**src/rtl/twb_pkg.sv**
```systemverilog
package twb_pkg;

   // Waveform phases; each non-idle phase lasts one half-period
   typedef enum logic [2:0] {
      PH_IDLE   = 3'd0,
      PH_PRE    = 3'd1,
      PH_START1 = 3'd2,
      PH_LOW    = 3'd3,
      PH_HIGH   = 3'd4,
      PH_START2 = 3'd5,
      PH_STOP   = 3'd6
   } phase_t;

   function automatic logic phase_pulls_scl(phase_t ph);
      return ph == PH_LOW;
   endfunction

   function automatic logic phase_pulls_sda(phase_t ph);
      return (ph == PH_START1) || (ph == PH_START2);
   endfunction

endpackage

```
**src/rtl/twb_halfdiv.sv**
```systemverilog
module twb_halfdiv #(
   parameter int HALF_DIV = 4,
   localparam int CW = (HALF_DIV > 1) ? $clog2(HALF_DIV) : 1
) (
   input  logic clk,
   input  logic rst_n,
   input  logic run_i,
   output logic tick_o
);

   initial begin
      assert (HALF_DIV >= 1) else $error("twb_halfdiv: HALF_DIV must be at least 1");
   end

   generate
      if (HALF_DIV == 1) begin : g_pass
         // every cycle closes a half-period
         assign tick_o = run_i;
      end else begin : g_cnt
         localparam logic [CW-1:0] LAST = CW'(HALF_DIV - 1);
         logic [CW-1:0] cnt;

         always_ff @(posedge clk or negedge rst_n) begin
            if (!rst_n)           cnt <= '0;
            else if (!run_i)      cnt <= '0;
            else if (cnt == LAST) cnt <= '0;
            else                  cnt <= cnt + 1'b1;
         end

         assign tick_o = run_i && (cnt == LAST);

         // two half-period ends are never adjacent when HALF_DIV > 1
         p_tick_gap_r6 : assert property (@(posedge clk) disable iff (!rst_n)
            tick_o |=> !tick_o);
      end
   endgenerate

endmodule

```
**src/rtl/twb_pulsecnt.sv**
```systemverilog
module twb_pulsecnt #(
   parameter int NUM_PULSES = 9,
   localparam int PW = $clog2(NUM_PULSES + 1)
) (
   input  logic          clk,
   input  logic          rst_n,
   input  logic          clr_i,
   input  logic          inc_i,
   output logic          last_o,
   output logic [PW-1:0] count_o
);

   initial begin
      assert (NUM_PULSES >= 1) else $error("twb_pulsecnt: NUM_PULSES must be at least 1");
   end

   localparam logic [PW-1:0] FINAL = PW'(NUM_PULSES - 1);
   localparam logic [PW-1:0] LIMIT = PW'(NUM_PULSES);

   logic [PW-1:0] cnt;

   always_ff @(posedge clk or negedge rst_n) begin
      if (!rst_n)     cnt <= '0;
      else if (clr_i) cnt <= '0;
      else if (inc_i) cnt <= cnt + 1'b1;
   end

   assign last_o  = (cnt == FINAL);
   assign count_o = cnt;

   // no more completed pulses than configured
   p_count_bound_r3 : assert property (@(posedge clk) disable iff (!rst_n)
      cnt <= LIMIT);

   // a completion is never recorded past the limit
   p_no_extra_inc_r3 : assert property (@(posedge clk) disable iff (!rst_n)
      inc_i |-> cnt < LIMIT);

endmodule

```
**src/rtl/twb_seqfsm.sv**
```systemverilog
module twb_seqfsm
   import twb_pkg::*;
(
   input  logic   clk,
   input  logic   rst_n,
   input  logic   kick_i,
   input  logic   tick_i,
   input  logic   last_pulse_i,
   output phase_t phase_o,
   output logic   inc_o,
   output logic   clr_o,
   output logic   done_o
);

   phase_t phase, phase_nx;
   logic   done_q;

   always_comb begin
      phase_nx = phase;
      unique case (phase)
         PH_IDLE:   if (kick_i) phase_nx = PH_PRE;
         PH_PRE:    if (tick_i) phase_nx = PH_START1;
         PH_START1: if (tick_i) phase_nx = PH_LOW;
         PH_LOW:    if (tick_i) phase_nx = PH_HIGH;
         PH_HIGH:   if (tick_i) phase_nx = last_pulse_i ? PH_START2 : PH_LOW;
         PH_START2: if (tick_i) phase_nx = PH_STOP;
         PH_STOP:   if (tick_i) phase_nx = PH_IDLE;
         default:   phase_nx = PH_IDLE;
      endcase
   end

   always_ff @(posedge clk or negedge rst_n) begin
      if (!rst_n) begin
         phase  <= PH_IDLE;
         done_q <= 1'b0;
      end else begin
         phase  <= phase_nx;
         done_q <= (phase == PH_STOP) && tick_i;
      end
   end

   assign phase_o = phase;
   assign inc_o   = (phase == PH_HIGH) && tick_i;
   assign clr_o   = (phase == PH_IDLE);
   assign done_o  = done_q;

   // a sequence is entered only from idle
   p_pre_from_idle_r8 : assert property (@(posedge clk) disable iff (!rst_n)
      (phase == PH_PRE && $past(phase) != PH_PRE) |-> $past(phase) == PH_IDLE);

   // completion follows the stop phase
   p_done_after_stop_r9 : assert property (@(posedge clk) disable iff (!rst_n)
      done_q |-> $past(phase) == PH_STOP && phase == PH_IDLE);

endmodule

```
**src/rtl/twb_recover.sv**
```systemverilog
module twb_recover
   import twb_pkg::*;
#(
   parameter int HALF_DIV   = 4,
   parameter int NUM_PULSES = 9
) (
   input  logic clk,
   input  logic rst_n,
   input  logic kick_i,
   output logic scl_pull_o,
   output logic sda_pull_o,
   output logic busy_o,
   output logic done_o
);

   localparam int PW = $clog2(NUM_PULSES + 1);

   phase_t        phase;
   logic          tick, inc, clr, last_pulse, done;
   logic [PW-1:0] pulses;

   twb_halfdiv #(.HALF_DIV(HALF_DIV)) u_div (
      .clk    (clk),
      .rst_n  (rst_n),
      .run_i  (phase != PH_IDLE),
      .tick_o (tick)
   );

   twb_pulsecnt #(.NUM_PULSES(NUM_PULSES)) u_cnt (
      .clk     (clk),
      .rst_n   (rst_n),
      .clr_i   (clr),
      .inc_i   (inc),
      .last_o  (last_pulse),
      .count_o (pulses)
   );

   twb_seqfsm u_fsm (
      .clk          (clk),
      .rst_n        (rst_n),
      .kick_i       (kick_i),
      .tick_i       (tick),
      .last_pulse_i (last_pulse),
      .phase_o      (phase),
      .inc_o        (inc),
      .clr_o        (clr),
      .done_o       (done)
   );

   assign scl_pull_o = phase_pulls_scl(phase);
   assign sda_pull_o = phase_pulls_sda(phase);
   assign busy_o     = (phase != PH_IDLE);
   assign done_o     = done;

   // data moves under a released clock only at start or stop edges
   p_sda_stable_high_r7 : assert property (@(posedge clk) disable iff (!rst_n)
      (!scl_pull_o && !$past(scl_pull_o) && sda_pull_o != $past(sda_pull_o))
      |-> (phase == PH_START1 || phase == PH_START2 || phase == PH_STOP));

   // data is released whenever the clock is pulled low
   p_sda_free_in_pulse_r3 : assert property (@(posedge clk) disable iff (!rst_n)
      scl_pull_o |-> !sda_pull_o);

   // second start only after all pulses have completed
   p_start2_after_pulses_r4 : assert property (@(posedge clk) disable iff (!rst_n)
      (phase == PH_START2) |-> pulses == PW'(NUM_PULSES));

   // completion pulse is one cycle wide with both lines released
   p_done_single_r9 : assert property (@(posedge clk) disable iff (!rst_n)
      done_o |=> !done_o);
   p_done_released_r9 : assert property (@(posedge clk) disable iff (!rst_n)
      done_o |-> (!scl_pull_o && !sda_pull_o && !busy_o));

endmodule

```
**config.mk**
```make
export PLATFORM = sky130hd
export DESIGN_NAME = twb_recover
export DESIGN_NICKNAME = d
export VERILOG_FILES = /design/src/rtl/twb_pkg.sv /design/src/rtl/twb_halfdiv.sv /design/src/rtl/twb_pulsecnt.sv /design/src/rtl/twb_seqfsm.sv /design/src/rtl/twb_recover.sv
export SDC_FILE = /design/constraint.sdc
export NUM_CORES = 1
export LEC_CHECK = 0
export ABC_AREA = 1
export CORE_MARGIN = 2
export CORE_UTILIZATION = 40
export CTS_BUF_LIST = sky130_fd_sc_hd__clkbuf_4
export DETAILED_ROUTE_END_ITERATION = 10
export PLACE_DENSITY = 0.64
export SYNTH_ARGS = -nofsm -noshare
export SYNTH_HDL_FRONTEND = slang
export SYNTH_HIERARCHICAL = 1
export SYNTH_SLANG_ARGS = --single-unit
```
**constraint.sdc**
```tcl
create_clock -name clk -period 1.9 [get_ports clk]
set_input_delay 0.475 -clock clk [delete_from_list [all_inputs] [get_ports clk]]
set_output_delay 0.475 -clock clk [all_outputs]
set_load 0.02 [all_outputs]
```
# Word-level counts from Yosys, hierarchy flattened
# Index checks and enable logic that the tools add are counted.
# word_totals
reg_bits	10
in_bits	3
wordCells	42
out_inout_bits	4
# op_classes
n_reduce_logical	8
n_addsub	2
n_mux	13
eq_ne	15
# ops
op	n
$mux W3	8
$pmux W3 S7	1
$ne A2 B1 Y1 const B	6
$eq A3 B3 Y1 const B	3
$mux W4	2
$reduce_and A7 Y1	1
$eq A3 B2 Y1 const B	2
$add A4 B1 Y4 const B	1
$eq A4 B4 Y1 const B	1
$mux W2	2
$eq A3 B1 Y1 const B	1
$logic_and A1 B1 Y1	3
$logic_not A3 Y1	1
$reduce_bool A3 Y1	1
$add A2 B1 Y2 const B	1
$eq A2 B2 Y1 const B	1
$ne A2 B2 Y1 const B	1
$reduce_bool A2 Y1	1
$logic_or A1 B1 Y1	1

# Logic depth before layout (Yosys ltp)
# Gate-level depths: netlist of run 1.
# logic_depth
ltp_word	5
mapped_depth	11
ltp_nobuf	11

# By module
# Netlist of run 1, hierarchy kept.
# modules_own_cells
module	seq_area_each_um2	n_inst	area_each_um2	cells_each
twb_seqfsm	100.1	1	295.3	41
twb_pulsecnt	100.1	1	225.2	28
twb_halfdiv	50.0	1	87.6	9
twb_recover	0.0	1	37.5	9

# Worst setup path after synthesis of run 1
# Ideal clock, no wire load.
# synth_path
kind	reg2reg
start	register u_fsm.phase[1] (netlist: u_fsm/phase_o[1])
end	register u_cnt.cnt[3] (netlist: u_cnt/count_o[3])
path_buffers	0
synth_period_minus_slack_ns	1.863
path_stages_with_launch	12
path_slack_ns	0.037
setup_time_ns	0.119
t_arrival_ns	1.744
required_time_ns	1.781
cell_sequence	dfrtp_1 -> inv_1 -> nand3_1 -> nand2_1 -> inv_1 -> inv_1 -> nor3_1 -> nor2_2 -> nor2_4 -> nand3_1 -> nand2_1 -> nor2_1
# synth_via
elab_chain_cells	4
elab_cells_between_ends	7
cone_classes	eq/ne: 1; mux: 1; reduce/logical: 5
# synth_rtl
item	line	source
from (decl)	twb_seqfsm.sv:15	phase_t phase, phase_nx;
from (signal assigned)	twb_seqfsm.sv:37	phase <= phase_nx;
$reduce_bool A3 Y1	n/a	
via busy_o	twb_recover.sv:12	output logic busy_o,
$logic_and A1 B1 Y1	twb_halfdiv.sv:30	assign tick_o = run_i && (cnt == LAST);
via tick	twb_recover.sv:19	logic tick, inc, clr, last_pulse, done;
$logic_and A1 B1 Y1	twb_seqfsm.sv:43	assign inc_o = (phase == PH_HIGH) && tick_i;
via inc	twb_recover.sv:19	
$reduce_bool A2 Y1 (no line)	n/a	
to (signal assigned)	twb_pulsecnt.sv:25	else if (inc_i) cnt <= cnt + 1'b1;
to (decl)	twb_pulsecnt.sv:20	logic [PW-1:0] cnt;
# The timed path passes the listed nets, and every way through them passes these cells.
# A chain may end at the register's enable or synchronous reset.

# Final worst setup path of run 1
# layout_path
start	register u_fsm.phase[1] (netlist: u_fsm/phase_o[1])
end	output busy_o
# layout_via
elab_chain_cells	1
# layout_rtl
item	line	source
$reduce_bool A3 Y1	twb_recover.sv:52	assign busy_o = (phase != PH_IDLE);
to (decl)	twb_recover.sv:12	
# No other way between the ends.

==> results of run 1 <==
registers in the layout (all words and copies together), names as in the netlist:
register	count
u_div/g_cnt.cnt	2
u_fsm/phase_o	3
u_cnt/count_o	4
u_fsm/done_o	1
final cells by class:
cell class              count  area share [%]
clock buffers               3            2.98
clock inverters             1           0.497
multi-input cells          58            40.9
well taps                  16            2.65
inverters                  17            8.44
repair buffers             10            11.4
flip-flops and latches     10            33.1
logic make-up after synthesis:
| logic type | count (synthesis) |
|---|---|
| and+or+nand+nor | 46 |
| buffers and inverters | 19 |
| DFF | 10 |
| AOI/OAI and AO/OA | 9 |
| adders and majority gates | 3 |
where the power goes:
part | switching, mW | leakage, nW | internal, mW | total [mW]
clock | 0.0792 | 0.0154 | 0.0760 | 0.155
sequential | 0.0477 | 0.130 | 0.276 | 0.324
combinational | 0.410 | 0.273 | 0.242 | 0.653
total | 0.537 | 0.418 | 0.595 | 1.13
per-stage QoR:
stage,cells,power [mW]
3_3_place_gp,111,0.993
6_report,115,1.13
2_1_floorplan,87,0.833
4_1_cts,115,1.15
3_5_place_dp,111,1.01
5_1_grt,115,1.25
final timing paths:
kind / from / endpoint / cells past startpoint
worst max-delay path: u_fsm/phase_o[1] / busy_o / 3
max in group asynchronous: rst_n / u_cnt/count_o[0] / 1
min in group asynchronous: rst_n / u_cnt/count_o[2] / 1
worst min register to register: u_div/g_cnt.cnt[0] / u_div/g_cnt.cnt[0] / 1
worst min-delay path: u_div/g_cnt.cnt[0] / u_div/g_cnt.cnt[0] / 1
worst max register to register: u_fsm/phase_o[1] / u_cnt/count_o[3] / 11
cells in the final DEF (no fill, tap or decap), drive strengths merged, types with 4 or more instances in the layout:
cell type	count
dfrtp	10
a21oi	5
nand2	22
nor2	11
nand3	11
buf	4
inv	17
routing by layer:
| metal | track usage (%) | wire, µm | vias up |
|---|---|---|---|
| met1 | 16.7 | 551 | 252 |
| met3 | 3.67 | 22 | 0 |
| li1 | - | - | 299 |
| met4 | 9.09 | 0 | 0 |
| met2 | 27.1 | 628 | 8 |
| met5 | 0 | 0 | - |
worst max-delay path, stage by stage, from the launching register on:
cell and delay (ns):
dfrtp_1 0.41, inv_1 0.09, nand3_1 0.12, dlygate4sd2_1 0.35
==> flow_summary_export.csv, run 1 <==
group,metric,value,unit
logic_synthesis,ys_seq_area_share,38.8,%
sta,maxSlewHeadroom,68.7,%
clock_tree,cts_max_level,1,
clock_tree,cts_root_buf,"clkbuf_4",
routing,ant_nets,0,
logic_synthesis,synth_compound_area_share,8.14,%
routing,wire_per_inst,10.5,µm
global_route,grt_usage,15.4,%
finish,area_growth,17.1,%
clock_tree,post-cts-setup-buffer-count,0,
routing,vias,559,
sta,timing.final.max_slew_violations,0,
setup_path,cp-end-kind,"output pin",
sta,hold_ws,0.446,ns
logic_synthesis,avgSynthCellArea,7.42,µm²
logic_synthesis,synth-simple-area-share,33.9,%
global_route,grt_overflow_total,0,
global_route,grt_pass1_wl,2090,µm
clock_tree,clockBufferDepth,2,
routing,drt_first_iter_violations,8,
setup_path,timing_worst_setup_path_type,"reg -> out",
clock_tree,cts_tree,"done",
placement,place_area,733,µm²
routing,wl,1200,µm
sta,fmax,585,MHz
min_path,hp-class,"reg -> reg",
finish,final_area,756,µm²
global_route,antenna_found_initial,0,
logic_synthesis,synth-async-reset-ratio,100,%
flow_run,maxCapViolCount,0,
placement,dp_slack,0.225,ns
logic_synthesis,synth_common_cells,"nand2_1, inv_1, dfrtp_1, nand3_1, nor2_1",
logic_synthesis,netlist_area,646,µm²
placement,gp_congestion,0.716,
die,die_h,44.2,µm
placement,hpwl,904,µm
pwr,cellLeakagePower,0.418,nW
pwr,power_per_cell_area,1500,nW/µm²
clock_tree,post_cts_resized,3,
die,io_pins,7,
setup_path,critical_path_required,1.42,ns
clock_tree,cts.sinks,10,
finish,fill_cells,158,
global_route,grt_max_degree,11,
finish,fin_util,50.2,%
sta,rsz0062_at_grt,"false",
logic_synthesis,synthXorXnorAreaFrac,0,%
finish,antennaDiodeCount,0,
logic_synthesis,syn_inst,87,
finish,drive_gt1_share,17.2,%
logic_synthesis,muxShareOfSynthArea,0,%
pwr,vdd_drop_max,0.616,mV
finish,multi_input_area,309,µm²
clock_tree,hold_buffers,0,
logic_synthesis,synth_fa_ha_area_share,5.81,%
routing,drt_pass1_iterations,3,
logic_synthesis,synth-main-ff-cell,"dfrtp_1",
logic_synthesis,yosys.area.top_type,"dfrtp_1",
setup_path,arrival,1.24,ns
routing,post-route-drc-count,0,
die,dieArea,1950,µm²
logic_synthesis,synth_top_family_by_area,"simple AND/OR/NAND/NOR gates",
setup_path,reg2reg_slack,0.29,ns
placement,io_buffers,6,
logic_synthesis,synth.most_common_cell,"nand2_1",
die,coreArea,1510,µm²
logic_synthesis,netlist.area_leader.share,38.8,%
clock_tree,cts_buffers,3,
die,start_util,42.9,%
sta,worst_pin_slew,0.469,ns
clock_tree,clk_pin_slew,0.07,ns
logic_synthesis,syn-num-nets,93,
logic_synthesis,synth.area.top_cells,"dfrtp_1, nand2_1, inv_1",
global_route,grt_pass1_vias,497,
die,fp.dieW,44.2,µm
logic_synthesis,synth_edf_count,0,
logic_synthesis,ys_ff_latch,10,
sta,hold_violations,0,
run_status,outcome,"complete, no violations",
sta,finalSetupViolCount,0,
setup_path,path_max_fanout,4,
clock_tree,clock_latency,0.27,ns
routing,vias_per_cell,4.86,
sta,setup_tns,0,ns
sta,finClkSkew,0.00144,ns
sta,fin_crit_sh,90.0,%
die,fp-row-count,14,
sta,setup_ws,0.190,ns
setup_path,cp-start-kind,"register",
logic_synthesis,ys_types,16,
sta,period_needed,1.71,ns
finish,regArea,250,µm²
logic_synthesis,yosys_warnings,6,
finish,nets,106,
No activity file was read; power rests on OpenSTA's default activity.
==> inputs of run 2 (changes only) <==
Settings changed: CORE_AREA set to 2 2 39 41, CORE_MARGIN 2 to unset, CORE_UTILIZATION 40 to unset, DIE_AREA set to 0 0 41 43, PLACE_DENSITY 0.64 to 0.74.
Clock period 1.9 ns to 1.7 ns, I/O delays scaled along.
==> run 2 against run 1 <==
  * Via count shrank 3.0%
  * Combinational power grew 16%
  * Clock-buffer cell count is the same
  * Critical path type unchanged
  * Largest cell class unchanged
  * Largest power group unchanged
==> flow_summary_export.csv, run 2 (same netlist as run 1, synthesis figures left out) <==
group,metric,value,unit
run_status,outcome,"complete, no violations",
routing,drt_pass1_iterations,4,
global_route,grt_overflow_total,0,
sta,setup_tns,0,ns
die,fp-row-count,14,
global_route,grt_pass1_vias,513,
routing,ant_nets,0,
clock_tree,cts_root_buf,"clkbuf_4",
routing,drt_first_iter_violations,12,
sta,worst_pin_slew,0.445,ns
die,dieArea,1760,µm²
die,coreArea,1380,µm²
sta,rsz0062_at_grt,"false",
die,fp.dieW,41,µm
min_path,hp-class,"reg -> reg",
finish,final_cells,115,
flow_run,maxCapViolCount,0,
finish,final_common_cell,"nand2_1",
setup_path,timing_worst_setup_path_type,"reg -> out",
die,start_util,46.7,%
setup_path,crit_buf_inv,2,
finish,nets,107,
clock_tree,cts.sinks,10,
pwr,p_int,0.680,mW
finish,largest_register_ffs,4,
sta,timing.final.max_slew_violations,0,
routing,post-route-drc-count,0,
sta,fin_crit_sh,95.3,%
finish,fin_util,55.7,%
sta,fmax,617,MHz
setup_path,cp-start-kind,"register",
finish,multi_input_area,319,µm²
setup_path,crit_slowest_cell,"dfrtp_1",
sta,period_needed,1.62,ns
clock_tree,hold_buffers,0,
setup_path,cp-end-kind,"output pin",
setup_path,critical_path_required,1.27,ns
finish,fill_cells,136,
routing,vias,542,
sta,finalSetupViolCount,0,
pwr,switchingPower,0.591,mW
sta,setup_ws,0.0794,ns
pwr,seqPwrFrac,28.3,%
pwr,power_per_cell_area,1650,nW/µm²
finish,area_growth,19.4,%
routing,wl,1130,µm
routing,wire_per_inst,9.82,µm
clock_tree,clock_latency,0.25,ns
pwr,cellLeakagePower,0.421,nW
placement,hpwl,900,µm
sta,hold_violations,0,
clock_tree,cts_tree,"done",
sta,maxSlewHeadroom,70.2,%
setup_path,path_max_fanout,4,
finish,drive_gt1_share,20.2,%
finish,antennaDiodeCount,0,
finish,most-common-layout-cells,"nand2_1, inv_1, dfrtp_1",
sta,finClkSkew,0.000783,ns
clock_tree,clk_pin_slew,0.06,ns
clock_tree,cts_max_level,1,
setup_path,arrival,1.20,ns
clock_tree,post-cts-setup-buffer-count,0,
global_route,antenna_found_initial,0,
global_route,grt_usage,16.6,%
pwr,power_frac_comb,59.7,%
pwr,switching_share,46.5,%
setup_path,slowest_delay,0.40,ns
clock_tree,cts_buffers,3,
placement,gp_congestion,0.784,
setup_path,crit_family,"buffers and inverters",
setup_path,worstPathCellList,"inv_1 > nand3_2 > dlygate4sd2_1",
pwr,clkPwrFrac,12.0,%
global_route,grt_max_degree,11,
die,io_pins,7,
routing,vias_per_cell,4.71,
global_route,grt_pass1_wl,1970,µm
clock_tree,clockBufferDepth,2,
pwr,vdd_drop_max,0.746,mV
placement,dp_slack,0.0537,ns
placement,placedCellCount,112,
die,die_h,43,µm
placement,io_buffers,6,
finish,regArea,250,µm²
-- run 2: cell types whose count changed in the layout (fill, tap and decap cells not counted) --
| cell | delta |
|---|---|
| buf_4 | +1 |
| nand3_1 | -1 |
| clkdlybuf4s15_1 | +1 |
| nor3_2 | +1 |
| clkinv_1 | -1 |
| nand3_2 | +1 |
| dlygate4sd2_1 | -1 |
| nor3_1 | -1 |
-- run 2: layout make-up --
cell class	instances	share of cell area [%]
inverter	17	8.28
multi-input combinational	58	41.4
timing repair buffer	11	12.3
sequential	10	32.5
clock buffer	3	2.92
tap	16	2.60
-- run 2: worst paths after layout --
kind,endpoint,cells past startpoint,startpoint,slack [ns]
setup / recovery,busy_o,3,u_fsm/phase_o[0],0.08
hold / removal,u_div/g_cnt.cnt[0],1,u_div/g_cnt.cnt[0],0.44
setup reg to reg,u_cnt/count_o[3],11,u_fsm/phase_o[0],0.27
hold reg to reg,u_div/g_cnt.cnt[0],1,u_div/g_cnt.cnt[0],0.44
max in group asynchronous,u_fsm/done_o,1,rst_n,0.91
min in group asynchronous,u_fsm/phase_o[0],1,rst_n,0.48
-- run 2: what timing repair did --
item,4_1_cts,5_1_grt
resized for setup,3,1
endpoints found under the setup margin,3,1
hold endpoints to repair,0,0
-- run 2: power by group through the flow --
stage | registers, mW | logic [mW] | clock network [mW]
2_1_floorplan | 0.374 | 0.571 | 0
3_3_place_gp | 0.358 | 0.774 | 0
3_5_place_dp | 0.367 | 0.783 | 0
4_1_cts | 0.363 | 0.758 | 0.157
5_1_grt | 0.369 | 0.861 | 0.172
6_report | 0.360 | 0.758 | 0.153
-- run 2: per-layer routing --
metal,track usage [%],vias up,wire (µm)
met5,0,-,0
met4,8.67,0,0
met3,3.66,0,48
met2,27.2,14,574
met1,18.9,230,506
li1,-,298,-
-- run 2: through the flow --
step	hold slack [ns]	instance area, µm²	power [mW]
CTS	0.450	769	1.28
finish	0.443	771	1.27
floorplan	0.129	656	0.945
global placement	0.431	751	1.13
detailed placement	0.442	751	1.15
global route	0.462	771	1.40
